==> src/rtl/flash_cmd_pkg.sv <==
package flash_cmd_pkg;

  typedef enum logic [2:0] {
    CMD_RESET        = 3'd0,
    CMD_PROGRAM      = 3'd1,
    CMD_CHIP_ERASE   = 3'd2,
    CMD_SECTOR_ERASE = 3'd3,
    CMD_SUSPEND      = 3'd4,
    CMD_RESUME       = 3'd5
  } cmd_e;

  typedef enum logic [2:0] {
    S_IDLE, S_UNL1, S_UNL2, S_PGM_DATA,
    S_ER_SETUP, S_ER_UNL1, S_ER_UNL2, S_SECT_WIN
  } seq_e;

  localparam logic [15:0] KEY_ADDR_A = 16'h5555;
  localparam logic [15:0] KEY_ADDR_B = 16'h2AAA;

  localparam logic [7:0] KEY_DATA_A  = 8'hAA;
  localparam logic [7:0] KEY_DATA_B  = 8'h55;
  localparam logic [7:0] OP_PROGRAM  = 8'hA0;
  localparam logic [7:0] OP_ER_SETUP = 8'h80;
  localparam logic [7:0] OP_CHIP     = 8'h10;
  localparam logic [7:0] OP_SECTOR   = 8'h30;
  localparam logic [7:0] OP_SUSPEND  = 8'hB0;
  localparam logic [7:0] OP_RESET    = 8'hF0;

endpackage

==> src/rtl/flash_wr_strobe.sv <==
module flash_wr_strobe #(
  parameter int ADDR_W = 19
) (
  input  logic              clk,
  input  logic              rst_n,
  input  logic              ce_n,
  input  logic              we_n,
  input  logic [ADDR_W-1:0] addr,
  input  logic [7:0]        din,
  output logic              wr_evt,
  output logic [ADDR_W-1:0] wr_addr,
  output logic [7:0]        wr_data
);
  logic we_q;

  always_ff @(posedge clk or negedge rst_n) begin
    if (!rst_n) we_q <= 1'b1;
    else        we_q <= we_n;
  end

  assign wr_evt  = !ce_n && we_n && !we_q;
  assign wr_addr = addr;
  assign wr_data = din;

  // a write is only taken on a strobe that was low one cycle earlier
  a_r2_strobe_edge: assert property (@(posedge clk) disable iff (!rst_n)
    wr_evt |-> !$past(we_n));
  // no write is taken while chip select is high
  a_r2_ce_gate: assert property (@(posedge clk) disable iff (!rst_n)
    ce_n |-> !wr_evt);
endmodule

==> src/rtl/flash_op_tracker.sv <==
module flash_op_tracker (
  input  logic clk,
  input  logic rst_n,
  input  logic go_pgm,
  input  logic go_erase,
  input  logic go_suspend,
  input  logic go_resume,
  input  logic done,
  output logic busy,
  output logic erasing,
  output logic suspended
);
  always_ff @(posedge clk or negedge rst_n) begin
    if (!rst_n) begin
      busy      <= 1'b0;
      erasing   <= 1'b0;
      suspended <= 1'b0;
    end else begin
      if (done && busy) begin
        busy <= 1'b0;
        if (!suspended) erasing <= 1'b0;
      end
      if (go_pgm) busy <= 1'b1;
      if (go_erase) begin
        busy    <= 1'b1;
        erasing <= 1'b1;
      end
      if (go_suspend) begin
        busy      <= 1'b0;
        suspended <= 1'b1;
      end
      if (go_resume) begin
        busy      <= 1'b1;
        suspended <= 1'b0;
      end
    end
  end

  // busy only rises because a command was started
  a_r9_busy_cause: assert property (@(posedge clk) disable iff (!rst_n)
    $rose(busy) |-> $past(go_pgm || go_erase || go_resume));
  // suspend pauses the erase and frees the bus
  a_r10_suspend_state: assert property (@(posedge clk) disable iff (!rst_n)
    go_suspend |=> (suspended && !busy));
  // a paused erase is still an erase in progress
  a_r10_suspend_owner: assert property (@(posedge clk) disable iff (!rst_n)
    suspended |-> erasing);
  // resume restarts the erase
  a_r11_resume_state: assert property (@(posedge clk) disable iff (!rst_n)
    go_resume |=> (busy && !suspended));
endmodule

==> src/rtl/flash_seq_fsm.sv <==
module flash_seq_fsm
  import flash_cmd_pkg::*;
#(
  parameter int ADDR_W  = 19,
  parameter int SECT_W  = 3,
  parameter int CMP_W   = 15,
  parameter int TIMEOUT = 32
) (
  input  logic                     clk,
  input  logic                     rst_n,
  input  logic                     wr_evt,
  input  logic [ADDR_W-1:0]        wr_addr,
  input  logic [7:0]               wr_data,
  input  logic                     busy,
  input  logic                     erasing,
  input  logic                     suspended,
  output logic                     fire_pgm,
  output logic                     fire_chip,
  output logic                     fire_sect,
  output logic                     fire_susp,
  output logic                     fire_resume,
  output logic                     fire_reset,
  output logic                     cmd_start,
  output cmd_e                     cmd_code,
  output logic [ADDR_W-1:0]        op_addr,
  output logic [7:0]               op_data,
  output logic [(1<<SECT_W)-1:0]   sector_mask
);
  localparam int NSECT = 1 << SECT_W;
  localparam int TW    = (TIMEOUT > 2) ? $clog2(TIMEOUT) : 1;
  localparam logic [CMP_W-1:0] KA = CMP_W'(KEY_ADDR_A);
  localparam logic [CMP_W-1:0] KB = CMP_W'(KEY_ADDR_B);

  // unlock/command cycle match on the low address bits only
  function automatic logic key_hit(input logic [ADDR_W-1:0] a, input logic [7:0] d,
                                   input logic [CMP_W-1:0] ka, input logic [7:0] kd);
    return (a[CMP_W-1:0] == ka) && (d == kd);
  endfunction

  // one-hot sector select from the top address bits
  function automatic logic [NSECT-1:0] sect_bit(input logic [ADDR_W-1:0] a);
    return NSECT'(1) << a[ADDR_W-1 -: SECT_W];
  endfunction

  seq_e              state, state_d;
  logic [NSECT-1:0]  win_mask, win_mask_d;
  logic [TW-1:0]     tmr, tmr_d;
  logic [ADDR_W-1:0] win_addr, win_addr_d;
  logic              any_fire;

  always_comb begin
    state_d     = state;
    win_mask_d  = win_mask;
    tmr_d       = tmr;
    win_addr_d  = win_addr;
    fire_pgm    = 1'b0;
    fire_chip   = 1'b0;
    fire_sect   = 1'b0;
    fire_susp   = 1'b0;
    fire_resume = 1'b0;
    fire_reset  = 1'b0;
    if (state == S_SECT_WIN) begin
      if (wr_evt) begin
        if (wr_data == OP_SECTOR) begin
          win_mask_d = win_mask | sect_bit(wr_addr);
          win_addr_d = wr_addr;
          tmr_d      = '0;
        end else begin
          state_d    = S_IDLE;
          win_mask_d = '0;
        end
      end else if (tmr == TW'(TIMEOUT - 1)) begin
        fire_sect  = 1'b1;
        state_d    = S_IDLE;
        win_mask_d = '0;
      end else begin
        tmr_d = tmr + TW'(1);
      end
    end else if (wr_evt) begin
      unique case (state)
        S_IDLE: begin
          if (busy) begin
            if (wr_data == OP_SUSPEND && erasing && !suspended) fire_susp = 1'b1;
          end else if (key_hit(wr_addr, wr_data, KA, KEY_DATA_A)) begin
            state_d = S_UNL1;
          end else if (wr_data == OP_RESET) begin
            fire_reset = 1'b1;
          end else if (wr_data == OP_SECTOR && suspended) begin
            fire_resume = 1'b1;
          end
        end
        S_UNL1: state_d = key_hit(wr_addr, wr_data, KB, KEY_DATA_B) ? S_UNL2 : S_IDLE;
        S_UNL2: begin
          state_d = S_IDLE;
          if (key_hit(wr_addr, wr_data, KA, OP_PROGRAM))
            state_d = S_PGM_DATA;
          else if (key_hit(wr_addr, wr_data, KA, OP_ER_SETUP) && !suspended)
            state_d = S_ER_SETUP;
          else if (key_hit(wr_addr, wr_data, KA, OP_RESET))
            fire_reset = 1'b1;
        end
        S_PGM_DATA: begin
          fire_pgm = 1'b1;
          state_d  = S_IDLE;
        end
        S_ER_SETUP: state_d = key_hit(wr_addr, wr_data, KA, KEY_DATA_A) ? S_ER_UNL1 : S_IDLE;
        S_ER_UNL1:  state_d = key_hit(wr_addr, wr_data, KB, KEY_DATA_B) ? S_ER_UNL2 : S_IDLE;
        S_ER_UNL2: begin
          state_d = S_IDLE;
          if (key_hit(wr_addr, wr_data, KA, OP_CHIP)) begin
            fire_chip = 1'b1;
          end else if (wr_data == OP_SECTOR) begin
            state_d    = S_SECT_WIN;
            win_mask_d = sect_bit(wr_addr);
            win_addr_d = wr_addr;
            tmr_d      = '0;
          end
        end
        default: state_d = S_IDLE;
      endcase
    end
  end

  assign any_fire = fire_pgm | fire_chip | fire_sect | fire_susp | fire_resume | fire_reset;

  always_ff @(posedge clk or negedge rst_n) begin
    if (!rst_n) begin
      state       <= S_IDLE;
      win_mask    <= '0;
      tmr         <= '0;
      win_addr    <= '0;
      cmd_start   <= 1'b0;
      cmd_code    <= CMD_RESET;
      op_addr     <= '0;
      op_data     <= '0;
      sector_mask <= '0;
    end else begin
      state     <= state_d;
      win_mask  <= win_mask_d;
      tmr       <= tmr_d;
      win_addr  <= win_addr_d;
      cmd_start <= any_fire;
      if (fire_pgm) begin
        cmd_code    <= CMD_PROGRAM;
        op_addr     <= wr_addr;
        op_data     <= wr_data;
        sector_mask <= sect_bit(wr_addr);
      end
      if (fire_chip) begin
        cmd_code    <= CMD_CHIP_ERASE;
        op_addr     <= wr_addr;
        op_data     <= wr_data;
        sector_mask <= '1;
      end
      if (fire_sect) begin
        cmd_code    <= CMD_SECTOR_ERASE;
        op_addr     <= win_addr;
        op_data     <= OP_SECTOR;
        sector_mask <= win_mask;
      end
      if (fire_susp)   cmd_code <= CMD_SUSPEND;
      if (fire_resume) cmd_code <= CMD_RESUME;
      if (fire_reset)  cmd_code <= CMD_RESET;
    end
  end

  // never two commands in one cycle
  a_r12_one_fire: assert property (@(posedge clk) disable iff (!rst_n)
    $onehot0({fire_pgm, fire_chip, fire_sect, fire_susp, fire_resume, fire_reset}));
  // an open window always holds at least one sector
  a_r6_win_nonempty: assert property (@(posedge clk) disable iff (!rst_n)
    (state == S_SECT_WIN) |-> (win_mask != '0));
  // the window timer stays inside its limit
  a_r6_tmr_bound: assert property (@(posedge clk) disable iff (!rst_n)
    32'(tmr) < TIMEOUT);
  // chip erase selects every sector
  a_r5_chip_mask: assert property (@(posedge clk) disable iff (!rst_n)
    (cmd_start && cmd_code == CMD_CHIP_ERASE) |-> (&sector_mask));
  // program and erase never start on top of a running operation
  a_r9_idle_start: assert property (@(posedge clk) disable iff (!rst_n)
    (fire_pgm || fire_chip || fire_resume) |-> !busy);
endmodule

==> src/rtl/flash_cmd_decoder.sv <==
module flash_cmd_decoder
  import flash_cmd_pkg::*;
#(
  parameter int ADDR_W  = 19,
  parameter int SECT_W  = 3,
  parameter int CMP_W   = 15,
  parameter int TIMEOUT = 32
) (
  input  logic                   clk,
  input  logic                   rst_n,
  input  logic                   ce_n,
  input  logic                   we_n,
  input  logic [ADDR_W-1:0]      addr,
  input  logic [7:0]             din,
  input  logic                   done,
  output logic                   cmd_start,
  output logic [2:0]             cmd_code,
  output logic [ADDR_W-1:0]      op_addr,
  output logic [7:0]             op_data,
  output logic [(1<<SECT_W)-1:0] sector_mask,
  output logic                   busy,
  output logic                   suspended
);
  logic              wr_evt;
  logic [ADDR_W-1:0] wr_addr;
  logic [7:0]        wr_data;
  logic              erasing;
  logic              fire_pgm, fire_chip, fire_sect, fire_susp, fire_resume, fire_reset;
  cmd_e              code_q;

  flash_wr_strobe #(.ADDR_W(ADDR_W)) u_strobe (
    .clk(clk), .rst_n(rst_n), .ce_n(ce_n), .we_n(we_n), .addr(addr), .din(din),
    .wr_evt(wr_evt), .wr_addr(wr_addr), .wr_data(wr_data)
  );

  flash_seq_fsm #(.ADDR_W(ADDR_W), .SECT_W(SECT_W), .CMP_W(CMP_W), .TIMEOUT(TIMEOUT)) u_fsm (
    .clk(clk), .rst_n(rst_n), .wr_evt(wr_evt), .wr_addr(wr_addr), .wr_data(wr_data),
    .busy(busy), .erasing(erasing), .suspended(suspended),
    .fire_pgm(fire_pgm), .fire_chip(fire_chip), .fire_sect(fire_sect),
    .fire_susp(fire_susp), .fire_resume(fire_resume), .fire_reset(fire_reset),
    .cmd_start(cmd_start), .cmd_code(code_q), .op_addr(op_addr), .op_data(op_data),
    .sector_mask(sector_mask)
  );

  flash_op_tracker u_track (
    .clk(clk), .rst_n(rst_n), .go_pgm(fire_pgm), .go_erase(fire_chip | fire_sect),
    .go_suspend(fire_susp), .go_resume(fire_resume), .done(done),
    .busy(busy), .erasing(erasing), .suspended(suspended)
  );

  assign cmd_code = code_q;

  // a program start is accompanied by busy
  a_r3_busy_with_pgm: assert property (@(posedge clk) disable iff (!rst_n)
    (cmd_start && cmd_code == 3'd1) |-> busy);
endmodule

==> config.mk <==
export PLATFORM = sky130hd
export DESIGN_NAME = flash_cmd_decoder
export DESIGN_NICKNAME = d
export VERILOG_FILES = /design/src/rtl/flash_cmd_pkg.sv /design/src/rtl/flash_wr_strobe.sv /design/src/rtl/flash_op_tracker.sv /design/src/rtl/flash_seq_fsm.sv /design/src/rtl/flash_cmd_decoder.sv
export SDC_FILE = /design/constraint.sdc
export NUM_CORES = 1
export LEC_CHECK = 0
export CAP_MARGIN = 30
export CORE_MARGIN = 5
export CORE_UTILIZATION = 56
export DETAILED_ROUTE_END_ITERATION = 12
export PLACE_DENSITY = 0.84
export SYNTH_ARGS = -nofsm -noshare
export SYNTH_HDL_FRONTEND = slang
export SYNTH_SLANG_ARGS = --single-unit
==> constraint.sdc <==
create_clock -name clk -period 4 [get_ports clk]
set_input_delay 0.8 -clock clk [delete_from_list [all_inputs] [get_ports clk]]
set_output_delay 0.8 -clock clk [all_outputs]
set_load 0.01 [all_outputs]
==> results.tsv <==
stage	metric	value	unit
outcome	status	finished, final reports clean	
placement	DP HPWL	6737	um
pwr	Pleak	0.002234	uW
global_route	Tot GR Track Use	0.2315	
cts	CTS Sinks	78	
cts	Worst-path clk slew	0.08	ns
synthesis	Synth top area share	0.4756	
die	# rows	31	
pwr	IR drop worst, VDD	0.0002354	V
die	die height	95.06	um
run	Max Cap Viol	0	
setup_path	FF-to-FF path depth	7	
cts	Post-CTS Resized	0	
drt	drt pass-1 iters	4	
drt	Post-Route WL	9645	um
sta	final hold viol count	0	
sta	Clock Skew	0.007855	ns
global_route	initial antenna violation count	0	
setup_path	R2R Setup Slk	1.48	ns
die	die area	0.009035	mm^2
pwr	P per Cell Area	327.2	mW/mm^2
cells_and_area	area of the multi-input gates	0.001958	mm^2
setup_path	Crit Path Max Fanout	36	
cts	Setup Fix Bufs, Post-CTS	0	
synthesis	ys flop type	dfrtp_1	
drt	Post-DRT Antenna Nets	0	
synthesis	number of synthesized flops with an enable pin	0	
synthesis	ys async rst share	1.000	
sta	Tightest Pin Transition	0.5463	ns
placement	port bufs	72	
cts	H-tree depth	3	
synthesis	Avg Synthesized Cell Area	11.19	um^2
sta	Slew HR	0.6330	
die	die width	95.06	um
sta	endpoints failing setup	0	
setup_path	WP data arrival	3.31	ns
global_route	largest net degree at the start of global routing	79	
drt	vias per cell	5.968	
sta	Slew Limit Fails	0	
cts	CTS tree	done	
sta	RSZ-0062 raised after global routing	false	
synthesis	post-synthesis cell area	0.004051	mm^2
sta	Final Worst Setup Slack	0.9326	ns
cts	Num CTS Buffers	9	
global_route	vias in the first global route	3265	
cells_and_area	Area growth, synth to finish	25.26	%
setup_path	critical path startpoint category	input port	
cells_and_area	nets@finish	462	
die	Top Ports	73	
cells_and_area	FILL cells	565	
drt	Vias	3175	
die	initial core utilization	0.5677	
synthesis	number of synthesized register bits	78	
synthesis	cell taking the most area after synthesis	dfrtp_1	
setup_path	Setup crit end	u_fsm.op_addr[18]	
drt	Detailed Route Iter0 Violations	226	
sta	Worst Hold Margin	0.2639	ns
cells_and_area	Storage cell area	0.001953	mm^2
setup_path	crit path from	addr[8]	
synthesis	sequential cell area fraction in the yosys report	0.4821	
global_route	first-pass GRT wire length	16140	um
synthesis	Gate Count Post-Synth	362	
setup_path	Critical Path RT	4.24	ns
sta	Setup TNS Final	0	ns
synthesis	main area contributors after synthesis	dfrtp_1, mux2_2, nor2_1	
cells_and_area	number of antenna diodes	0	
placement	gpl congestion	0.9642	
drt	drc violations	0	
sta	Period minus WS final	3.067	ns
cts	CTS max path bufs	2	
cells_and_area	layout cell share with drive strength beyond 1	0.2125	
sta	f_max	0.3260	GHz
drt	Avg WL per Cell	18.13	um
synthesis	Syn. warnings	0	
cts	Clock Tree Root	clkbuf_8	
global_route	total gr overflow	0	
min_path	Min-Delay Path Class	input port to async pin	
setup_path	critical path capture point type	register	
synthesis	Cell variety after synth	60	
placement	area of placed instances	0.004817	mm^2
setup_path	critical path class	input port to register	
setup_path	reg-to-reg startpoint	u_fsm.tmr[0]	
synthesis	Net Count, Synth	396	
die	core area	0.007137	mm^2
cells_and_area	fin area	0.005075	mm^2
placement	pre-CTS setup slack	0.5686	ns
cts	Hold Buf Count CTS	0	
sta	fin crit share	0.7669	
cts	later-pin clock latency in the skew report	0.36	ns
setup_path	RR Endpoint	u_fsm.sector_mask[0]	
-- power by group --
part,switching (uW),internal (uW)
combinational,79.3,87.0
sequential,18.9,804
clock,300,371
-- layer usage --
layer | up-vias | part of all wire | GRT usage
met5 | - | 0 | 0
met4 | 0 | 0.023 | 0.09014
met3 | 21 | 0.071 | 0.06788
met2 | 130 | 0.48 | 0.3564
met1 | 1554 | 0.43 | 0.3103
li1 | 1470 | - | -
-- area by class of cell --
cell class,instances,share of cell area
clock buffers,10,0.02712
clock inverters,6,0.01824
inverters,9,0.006657
multi-input cells,253,0.3858
flip-flops and latches,78,0.3849
well taps,99,0.02441
repair buffers,77,0.1529
-- how the worst min path moves through the flow --
stage	end	startpoint	slack, ns
final	u_track.erasing	rst_n	0.26
after global routing	u_track.erasing	rst_n	0.25
after CTS	u_track.erasing	u_track.erasing	0.49
after detailed placement	u_track.erasing	u_track.erasing	0.46
after global placement	u_track.erasing	u_track.erasing	0.46
after floorplan	u_track.erasing	u_track.erasing	0.44
-- placed cells by master (no fill, tap or decap), types with 9 or more instances in the layout --
cell type and count:
mux2_2 57, dfrtp_1 77, inv_1 9, a21oi_1 15, nand3_1 10, nor2_1 24, nand2_1 21, clkbuf_8 10
clkdlybuf4s50_1 71
-- synth_stat cells, types with 3 or more instances --
| library cell | count |
|---|---|
| nor4_1 | 4 |
| mux2i_1 | 7 |
| a41oi_1 | 3 |
| nor3_1 | 6 |
| nand2_1 | 21 |
| nor2_1 | 25 |
| and2_1 | 4 |
| dfrtp_1 | 77 |
| buf_2 | 7 |
| nand3_1 | 10 |
| o31ai_1 | 3 |
| nor4bb_1 | 4 |
| o21ai_0 | 7 |
| or4bb_1 | 3 |
| nand3b_1 | 5 |
| or3b_2 | 3 |
| nand4_1 | 6 |
| a21oi_1 | 15 |
| mux2_2 | 57 |
| clkbuf_1 | 9 |
| o22a_1 | 8 |
| inv_1 | 9 |
| or3_1 | 4 |
| nor3b_1 | 4 |
| mux2_1 | 8 |
| a31oi_1 | 3 |
| o21a_1 | 3 |
| and3_1 | 4 |
-- critical path, stage by stage --
cell and delay (ns):
clkdlybuf4s50_1 0.53, nor4bb_1 0.39, nand4_1 0.32, nand4bb_1 0.37, nand2_4 0.47, mux2_2 0.41
-- cells by family after synthesis --
| logic type | Yosys count | synth area share |
|---|---|---|
| AOI/OAI and AO/OA | 58 | 0.1010 |
| adders and majority gates | 2 | 0.006176 |
| buffers and inverters | 31 | 0.03520 |
| DFF | 78 | 0.4821 |
| muxes | 72 | 0.1980 |
| and+or+nand+nor | 121 | 0.1776 |
-- registers in the layout, summed over array words and instances, names as in the netlist --
signal and cells:
u_fsm.sector_mask 8, u_fsm.op_data 8, u_fsm.tmr 5, u_strobe.we_q 1, u_fsm.op_addr 19, u_fsm.cmd_start 1, u_fsm.win_addr 19, u_track.suspended 1
u_fsm.state 3, u_track.busy 1, u_track.erasing 1, u_fsm.cmd_code 3, u_fsm.win_mask 8
-- per-stage QoR --
stage / power (uW) / std cells / util
floorplan: 903.7 / 362 / -
global placement: 995.3 / 515 / 0.6750
detailed placement: 1001 / 515 / 0.6750
CTS: 1670 / 531 / 0.7072
global route: 1726 / 532 / 0.7111
finish: 1660 / 532 / 0.7111
No activity file was read; power rests on OpenSTA's default activity.
